### src/rtl/tw_snoop_pkg.sv
package tw_snoop_pkg;

    localparam int unsigned BYTE_W = 8;
    localparam logic [5:0]  DEV_PREFIX = 6'b011100;

    typedef enum logic [1:0] {
        RT_PROM = 2'd0,
        RT_REG  = 2'd1,
        RT_DDC  = 2'd2
    } route_e;

    typedef enum logic {
        TGT_PROM = 1'b0,
        TGT_DDC  = 1'b1
    } tgt_e;

    typedef struct packed {
        logic start;
        logic stop;
        logic scl_rise;
        logic sda;
    } bus_evt_t;

    function automatic logic [6:0] dev_addr(input logic sel);
        return {DEV_PREFIX, ~sel};
    endfunction

endpackage

### src/rtl/tw_bus_sync.sv
module tw_bus_sync
    import tw_snoop_pkg::*;
#(
    parameter int unsigned STAGES = 2
) (
    input  logic     clk,
    input  logic     rst,
    input  logic     scl_i,
    input  logic     sda_i,
    output bus_evt_t evt_o
);

    logic [STAGES-1:0] scl_s;
    logic [STAGES-1:0] sda_s;
    logic              scl_p;
    logic              sda_p;

    for (genvar k = 0; k < STAGES; k++) begin : g_stage
        if (k == 0) begin : g_first
            always_ff @(posedge clk) begin
                if (rst) begin
                    scl_s[0] <= 1'b1;
                    sda_s[0] <= 1'b1;
                end else begin
                    scl_s[0] <= scl_i;
                    sda_s[0] <= sda_i;
                end
            end
        end else begin : g_next
            always_ff @(posedge clk) begin
                if (rst) begin
                    scl_s[k] <= 1'b1;
                    sda_s[k] <= 1'b1;
                end else begin
                    scl_s[k] <= scl_s[k-1];
                    sda_s[k] <= sda_s[k-1];
                end
            end
        end
    end

    always_ff @(posedge clk) begin
        if (rst) begin
            scl_p <= 1'b1;
            sda_p <= 1'b1;
        end else begin
            scl_p <= scl_s[STAGES-1];
            sda_p <= sda_s[STAGES-1];
        end
    end

    always_comb begin
        evt_o.sda      = sda_s[STAGES-1];
        evt_o.scl_rise = scl_s[STAGES-1] & ~scl_p;
        evt_o.start    = scl_s[STAGES-1] & scl_p & sda_p & ~sda_s[STAGES-1];
        evt_o.stop     = scl_s[STAGES-1] & scl_p & ~sda_p & sda_s[STAGES-1];
    end

endmodule

### src/rtl/tw_addr_snoop.sv
module tw_addr_snoop
    import tw_snoop_pkg::*;
(
    input  logic     clk,
    input  logic     rst,
    input  bus_evt_t evt_i,
    input  logic     addr_sel_i,
    output logic     addr_hit_o
);

    localparam int unsigned CNT_W = $clog2(BYTE_W + 1);
    localparam logic [CNT_W-1:0] LAST_BIT = CNT_W'(BYTE_W - 1);

    logic [BYTE_W-2:0] shreg;
    logic [CNT_W-1:0]  bit_cnt;
    logic              in_addr;
    logic [BYTE_W-1:0] full_byte;
    logic              last_edge;

    assign full_byte  = {shreg, evt_i.sda};
    assign last_edge  = in_addr & evt_i.scl_rise & (bit_cnt == LAST_BIT);
    assign addr_hit_o = last_edge & (full_byte[BYTE_W-1:1] == dev_addr(addr_sel_i));

    always_ff @(posedge clk) begin
        if (rst) begin
            shreg   <= '0;
            bit_cnt <= '0;
            in_addr <= 1'b0;
        end else if (evt_i.start) begin
            bit_cnt <= '0;
            in_addr <= 1'b1;
        end else if (evt_i.stop) begin
            in_addr <= 1'b0;
        end else if (in_addr && evt_i.scl_rise) begin
            shreg   <= full_byte[BYTE_W-2:0];
            bit_cnt <= bit_cnt + 1'b1;
            if (bit_cnt == LAST_BIT) in_addr <= 1'b0;
        end
    end

endmodule

### src/rtl/tw_route_fsm.sv
module tw_route_fsm
    import tw_snoop_pkg::*;
(
    input  logic     clk,
    input  logic     rst,
    input  bus_evt_t evt_i,
    input  logic     addr_hit_i,
    input  logic     redir_wr_i,
    input  logic     redir_tgt_i,
    output route_e   route_o
);

    route_e route;
    tgt_e   pend_tgt;
    logic   pend_vld;
    logic   ddc_seen;

    always_ff @(posedge clk) begin
        if (rst) begin
            route    <= RT_PROM;
            pend_tgt <= TGT_PROM;
            pend_vld <= 1'b0;
            ddc_seen <= 1'b0;
        end else begin
            unique case (route)
                RT_PROM: if (addr_hit_i) route <= RT_REG;
                RT_REG:  if (evt_i.stop && pend_vld)
                             route <= (pend_tgt == TGT_DDC) ? RT_DDC : RT_PROM;
                RT_DDC:  if (evt_i.stop && ddc_seen) route <= RT_REG;
                default: route <= RT_PROM;
            endcase
            if (route == RT_REG && redir_wr_i) begin
                pend_vld <= 1'b1;
                pend_tgt <= tgt_e'(redir_tgt_i);
            end else if (evt_i.stop) begin
                pend_vld <= 1'b0;
            end
            ddc_seen <= (route == RT_DDC) && (ddc_seen || evt_i.start);
        end
    end

    assign route_o = route;

endmodule

### src/rtl/tw_snoop_router.sv
module tw_snoop_router
    import tw_snoop_pkg::*;
#(
    parameter int unsigned SYNC_STAGES = 2
) (
    input  logic clk,
    input  logic rst,
    input  logic scl_i,
    input  logic sda_i,
    input  logic addr_sel_i,
    input  logic redir_wr_i,
    input  logic redir_tgt_i,
    output logic prom_en_o,
    output logic ddc_en_o,
    output logic reg_sel_o
);

    bus_evt_t bus_evt;
    logic     addr_hit;
    logic     stop_evt;
    route_e   route;

    tw_bus_sync #(.STAGES(SYNC_STAGES)) u_sync (
        .clk   (clk),
        .rst   (rst),
        .scl_i (scl_i),
        .sda_i (sda_i),
        .evt_o (bus_evt)
    );

    tw_addr_snoop u_addr (
        .clk        (clk),
        .rst        (rst),
        .evt_i      (bus_evt),
        .addr_sel_i (addr_sel_i),
        .addr_hit_o (addr_hit)
    );

    tw_route_fsm u_fsm (
        .clk         (clk),
        .rst         (rst),
        .evt_i       (bus_evt),
        .addr_hit_i  (addr_hit),
        .redir_wr_i  (redir_wr_i),
        .redir_tgt_i (redir_tgt_i),
        .route_o     (route)
    );

    assign stop_evt  = bus_evt.stop;
    assign prom_en_o = (route == RT_PROM);
    assign reg_sel_o = (route == RT_REG);
    assign ddc_en_o  = (route == RT_DDC);

endmodule

### config.mk
export PLATFORM = sky130hd
export DESIGN_NAME = tw_snoop_router
export DESIGN_NICKNAME = d
export VERILOG_FILES = /design/src/rtl/tw_snoop_pkg.sv /design/src/rtl/tw_bus_sync.sv /design/src/rtl/tw_addr_snoop.sv /design/src/rtl/tw_route_fsm.sv /design/src/rtl/tw_snoop_router.sv
export SDC_FILE = /design/constraint.sdc
export NUM_CORES = 1
export LEC_CHECK = 0
export BUFFER_PORTS_ARGS = -buffer_cell sky130_fd_sc_hd__buf_2
export CAP_MARGIN = 10
export CORE_MARGIN = 4
export CORE_UTILIZATION = 55
export DETAILED_ROUTE_END_ITERATION = 10
export GPL_TIMING_DRIVEN = 0
export PLACE_DENSITY = 0.82
export REMOVE_ABC_BUFFERS = 1
export SYNTH_ARGS = -nofsm -noshare
export SYNTH_HDL_FRONTEND = slang
export SYNTH_HIERARCHICAL = 1
export SYNTH_SLANG_ARGS = --single-unit
### constraint.sdc
create_clock -name clk -period 1.9 [get_ports clk]
set_clock_uncertainty 0.05 [all_clocks]
set_input_delay 0.095 -clock clk [delete_from_list [all_inputs] [get_ports clk]]
set_output_delay 0.095 -clock clk [all_outputs]
set_load 0.005 [all_outputs]
==> results of run 1 <==
power groups by stage:
stage	Clock (mW)	Combinational (mW)	Sequential, mW
3_5_place_dp	0	0.0264	0.503
2_1_floorplan	0	0.0115	0.502
3_3_place_gp	0	0.0254	0.503
4_1_cts	0.228	0.0311	0.492
6_report	0.217	0.0314	0.492
5_1_grt	0.247	0.0352	0.493
cells by family after synthesis:
logic type / Yosys count / share of synthesized area
and+or+nand+nor: 48 / 0.306
DFF: 23 / 0.483
AOI/OAI and AO/OA: 21 / 0.119
buffers and inverters: 6 / 0.0302
xor gates and xnor gates: 3 / 0.0276
muxes: 2 / 0.0210
adders and majority gates: 1 / 0.0131
worst min-delay path by stage:
stage / startpoint / end / slack (ns) / cells past startpoint
2_1_floorplan: rst / u_addr/bit_cnt[3] / 0.11 / 1
3_3_place_gp: scl_i / u_sync/scl_s[0] / 0.23 / 2
3_5_place_dp: scl_i / u_sync/scl_s[0] / 0.23 / 2
4_1_cts: redir_wr_i / u_fsm/pend_vld / 0.04 / 3
5_1_grt: redir_wr_i / u_fsm/pend_vld / 0.07 / 3
6_report: redir_wr_i / u_fsm/pend_vld / 0.05 / 3
registers in the layout, indices dropped and copies added, names as in the netlist, 2 cells and up:
register	flops
u_fsm/route_o	2
u_addr/shreg	7
u_sync/scl_s	2
u_addr/bit_cnt	4
through the flow:
| step | power [mW] | setup slack (ns) | instances |
|---|---|---|---|
| after floorplan | 0.513 | 0.253 | 99 |
| after global placement | 0.528 | 0.0962 | 124 |
| after detailed placement | 0.529 | 0.0427 | 124 |
| after CTS | 0.751 | 0.0239 | 131 |
| after global routing | 0.775 | 0.0259 | 134 |
| final | 0.741 | 0.216 | 134 |
what timing repair did:
item / 4_1_cts / 5_1_grt
hold buffers: 3 / 0
endpoints found under the setup margin: 0 / 1
buffers inserted: 0 / 3
hold endpoints to repair: 3 / 0
critical path, delay by kind of cell (launching register included):
kind	cells	cell delay, ns
compound gates	1	0.22
flops	1	0.34
simple gates	3	1.01
cell usage in the layout, fill, tap and decap left out, drive strengths merged, types with 2 or more instances in the layout:
cell type and count:
dfxtp 23, buf 12, a21oi 10, o21ai 9, nand2 8, nor2 6, or2 6, nor3 5
nand3 4, clkbuf 4, dlygate4sd3 3, xor2 3, nand4b 3, and2b 3, nor2b 2, nand3b 2
mux2i 2, or3 2, and4b 2
routing by layer:
layer | global-route usage | vias up | wire length [µm]
met4 | 0.0968 | 0 | 43
li1 | - | 393 | -
met3 | 0.0361 | 5 | 56
met1 | 0.174 | 352 | 774
met2 | 0.227 | 12 | 728
met5 | 0 | - | 0
area by class of cell:
class / count / area, µm² / share of cell area
Tap cell: 16 / 20.0 / 0.0187
Clock buffer: 4 / 26.3 / 0.0245
Timing Repair Buffer: 15 / 97.6 / 0.0910
Multi-Input combinational cell: 75 / 464 / 0.433
Sequential cell: 23 / 460 / 0.429
Inverter: 1 / 3.75 / 0.00350
==> metrics.cfg, run 1 <==
[logic_synthesis]
ys_top_cells_by_count = 23 x dfxtp_1, 10 x a21oi_1, 8 x nand2_1, 8 x o21ai_1
netlist_instances = 104
ys_ff_latch = 23
synth_warnings = 6
synth_top_area_cell = dfxtp_1
synth_edf_count = 0
yosysUniqueCellTypes = 31
avgSynthCellArea_um2 = 9.17
synthArstFlopShare = 0
synth_most_common_cell = dfxtp_1
ys_top_cells_by_area = dfxtp_1 48%, a21oi_1 5.2%, o21ai_1 4.2%
yosysSeqAreaShare = 0.483
yosysTopAreaCellShare = 0.483
synth_area_um2 = 953
synthFlopType = dfxtp_1

[pwr]
internal-power_uw = 585
p_switching_uw = 156
p_seq_frac = 0.664
ir_worst_vdd_mv = 0.562
p_leak_nw = 0.409
swShare = 0.210
clockPowerShare = 0.293
p_comb_frac = 0.042
power_density_nw_per_um2 = 691

[worst_setup_path]
crit_required_ns = 2.09
crit_chain = and4b_1, nand3b_1, or3_1, a211oi_2
startpoint_type = register
path_class = reg2reg
cp-end-kind = register
slowest_delay_ns = 0.42
timing.rr.start = u_sync/scl_p
worstReg2RegEnd = u_addr/bit_cnt[3]
cp.arrival_ns = 1.87
path_max_fanout = 8
reg2regPathDepth = 4
crit_path_top_delay_cell = or3_1
crit_path_start = u_sync/scl_p
crit_path_end = u_addr/bit_cnt[3]
regToRegSetupSlack_ns = 0.22

[routing]
totalWireLength_um = 1600
post_drt_wl_per_cell_um = 12.0
first_pass_iters = 4
ant_nets = 0
drcViolationCount = 0
viasPerCell = 5.69
drtIter0Drc = 10
via_count = 762

[clock_tree]
clock_sinks = 23
cts_tree = yes
clk_latency_ns = 0.31
clkSlewWorstSetupHoldPaths_ns = 0.12
cts_root_buf = clkbuf_4
cts-resized-gates = 0
htree_levels = 1
numCtsBuffers = 3
clockBufferDepth = 2

[timing]
finalHoldViolations = 0
worstMarginPinSlew_ns = 0.502
post-route-period-util = 0.886
maxSlewViolCount = 0
fmax_ghz = 0.594
rsz0062_at_grt = no
setup_viol = 0
holdWs_ns = 0.0488
fin_crit_ns = 1.68
fin_tns_setup_ns = 0
relSlewSlack = 0.665

[cells_and_area]
utilization = 0.680
antenna_cells = 0
drive_gt1_frac = 0.161
num-nets-final = 127
fill_cells = 136
area_delta_synth_final_pct = 12.5
fin_area_um2 = 1070

[grt]
grt_pass1_vias = 670
grtUsageTotal = 0.145
grt-ovfl-total = 0
antenna_found_initial = 0
grt_max_degree = 24
grt_pass1_wl_um = 2740

[floorplanning]
die_y_um = 49.6
dieArea_um2 = 2460
row_count = 14
initial_core_util = 0.605
core-area_um2 = 1580
ios = 10
die_x_um = 49.6

[run_status]
status = complete, no violations

[placed_design]
placed_cell_area_um2 = 993
numPortBuffers = 9
place_congestion = 0.771
place_hpwl_um = 1070

[hold_path]
min_path_type = in2reg

[run]
cap_violations = 0

Note: power is estimated with default switching activity, not from simulation.
==> inputs of run 2 (changes only) <==
--- a/config.mk
+++ b/config.mk
@@ -10,7 +10,6 @@
 export CORE_MARGIN = 4
 export CORE_UTILIZATION = 55
 export DETAILED_ROUTE_END_ITERATION = 10
-export GPL_TIMING_DRIVEN = 0
 export PLACE_DENSITY = 0.82
 export REMOVE_ABC_BUFFERS = 1
 export SYNTH_ARGS = -nofsm -noshare
==> metrics.cfg, run 2 (same netlist as run 1, synthesis figures left out) <==
[hold_path]
min_from = redir_wr_i
min_path_type = in2reg
hold-path-endpoint = u_fsm/pend_vld
min_delay_path_depth = 3  ; unchanged

[grt]
grtUsageTotal = 0.158  ; +0.0131
grt_pass1_wl_um = 2970  ; +8.5%
met2_usage = 0.242  ; +0.0154
grt_max_degree = 24  ; unchanged
antenna_found_initial = 0  ; unchanged
grt-ovfl-total = 0  ; unchanged
top_usage_layer = met2
met3_usage = 0.0181  ; -0.0181
grt_pass1_vias = 675  ; +0.75%
grt.met1_usage = 0.201  ; +0.0273

[run]
cap_violations = 0  ; unchanged

[routing]
post_drt_wl_per_cell_um = 13.5  ; +13%
totalWireLength_um = 1800  ; +12%
via_count = 762  ; unchanged
first_pass_iters = 4  ; unchanged
ant_nets = 0  ; unchanged
drcViolationCount = 0  ; unchanged
drtIter0Drc = 36  ; +26
viasPerCell = 5.73  ; +0.75%

[clock_tree]
cts_tree = yes
numCtsBuffers = 3  ; unchanged
clockBufferDepth = 2  ; unchanged
clk_latency_ns = 0.30  ; about the same
clkSlewWorstSetupHoldPaths_ns = 0.12  ; about the same
clock_sinks = 23  ; unchanged
htree_levels = 1  ; unchanged
cts_root_buf = clkbuf_4

[placed_design]
place_hpwl_um = 1210  ; +13%
numPortBuffers = 9  ; unchanged
place_inst = 126  ; +1.6%
place_congestion = 0.825  ; +7.1%
placed_cell_area_um2 = 1010  ; +1.5%

[floorplanning]
ios = 10  ; unchanged
dieArea_um2 = 2460  ; unchanged
core-area_um2 = 1580  ; unchanged
die_y_um = 49.6  ; unchanged
die_x_um = 49.6  ; unchanged
initial_core_util = 0.605  ; unchanged
row_count = 14  ; unchanged

[pwr]
power_density_nw_per_um2 = 698  ; +0.99%
p_leak_nw = 0.407  ; -0.31%
ir_worst_vdd_mv = 0.599  ; +6.6%

[timing]
rsz0062_at_grt = no
fin_crit_ns = 1.66  ; -0.0251 ns
post-route-period-util = 0.873  ; -0.0132
relSlewSlack = 0.748  ; +0.0825
fin_tns_setup_ns = 0  ; unchanged
maxSlewViolCount = 0  ; unchanged
worstMarginPinSlew_ns = 0.379  ; -0.123 ns
finalHoldViolations = 0  ; unchanged
setup_viol = 0  ; unchanged
fmax_ghz = 0.603  ; +1.5%

[worst_setup_path]
timing.rr.start = u_addr/bit_cnt[0]
regToRegSetupSlack_ns = 0.24  ; +0.03 ns
path_max_fanout = 3  ; -5
worstReg2RegEnd = u_fsm/route_o[0]
reg2regPathDepth = 6  ; +2
cp.arrival_ns = 1.85  ; -0.02 ns
crit_required_ns = 2.10  ; about the same
cp-end-kind = register
startpoint_type = register
path_class = reg2reg

[cells_and_area]
area_delta_synth_final_pct = 11.9
final_common_cell = dfxtp_1
stdcell_count = 133  ; -0.75%
largest_reg_flops = 7  ; unchanged
num-nets-final = 126  ; -0.79%
largest_registers = u_addr/shreg (7), u_addr/bit_cnt (4)
drive_gt1_frac = 0.162  ; +0.00138
layout_common_cells = 23 x dfxtp_1, 10 x a21oi_1, 9 x buf_2
fin_area_um2 = 1070  ; -0.47%
antenna_cells = 0  ; unchanged
top_register = u_addr/shreg

[run_status]
status = complete, no violations

-- run 2: cell count changes in the layout (fill, tap and decap cells not counted) --
cell and delta:
buf_4 -1, nor2b_1 -1, nor2b_2 +1
-- run 2: timing repair --
action / 4_1_cts / 5_1_grt
buffers inserted: 0 / 0
hold buffers: 3 / 0
endpoints found under the hold margin: 3 / 0
endpoints found under the setup margin: 0 / 1
resized for setup: 0 / 1
-- run 2: through the flow --
step	setup WS (ns)	hold slack, ns	util	power (mW)
2_1_floorplan	0.253	0.110	-	0.513
3_3_place_gp	0.362	0.227	0.640	0.529
3_5_place_dp	0.257	0.230	0.640	0.530
4_1_cts	0.227	0.0338	0.675	0.751
5_1_grt	0.0281	0.0437	0.677	0.784
6_report	0.241	0.0480	0.677	0.745
-- run 2: metal layers --
metal,up-vias,routed length [µm]
li1,390,-
met5,-,0
met4,0,29
met3,4,90
met2,30,850
met1,338,830
-- run 2: where the power goes --
part / switching [mW] / total, mW / internal (mW)
clock: 0.138 / 0.220 / 0.0819
sequential: 0.00403 / 0.492 / 0.488
combinational: 0.0171 / 0.0328 / 0.0157
total: 0.159 / 0.745 / 0.586
-- run 2: final cells by class --
type	instances	area (µm²)
Inverter	1	3.75
Clock buffer	4	26.3
Timing Repair Buffer	14	90.1
Multi-Input combinational cell	75	467
Tap cell	16	20.0
Fill cell	125	509
Sequential cell	23	460
-- run 2: worst max path at each step --
stage                                  from                 to  slack [ns]  cells past startpoint
final                     u_addr/bit_cnt[0]   u_fsm/route_o[0]        0.24                      6
after global routing      u_addr/bit_cnt[0]   u_fsm/route_o[0]        0.03                      6
after CTS                   u_sync/scl_s[1]   u_fsm/route_o[0]        0.23                      6
after detailed placement    u_sync/scl_s[1]   u_fsm/route_o[0]        0.26                      6
after global placement    u_addr/bit_cnt[0]   u_fsm/route_o[0]        0.36                      6
after floorplan                u_sync/scl_p  u_addr/bit_cnt[3]        0.25                      4
-- run 2: worst max-delay path: stages, from the launching register on --
cell and delay [ns]:
dfxtp_1 0.39, ha_1 0.21, nand3_1 0.09, nor4_1 0.34
nor2_1 0.07, or3_1 0.33, a21oi_1 0.13
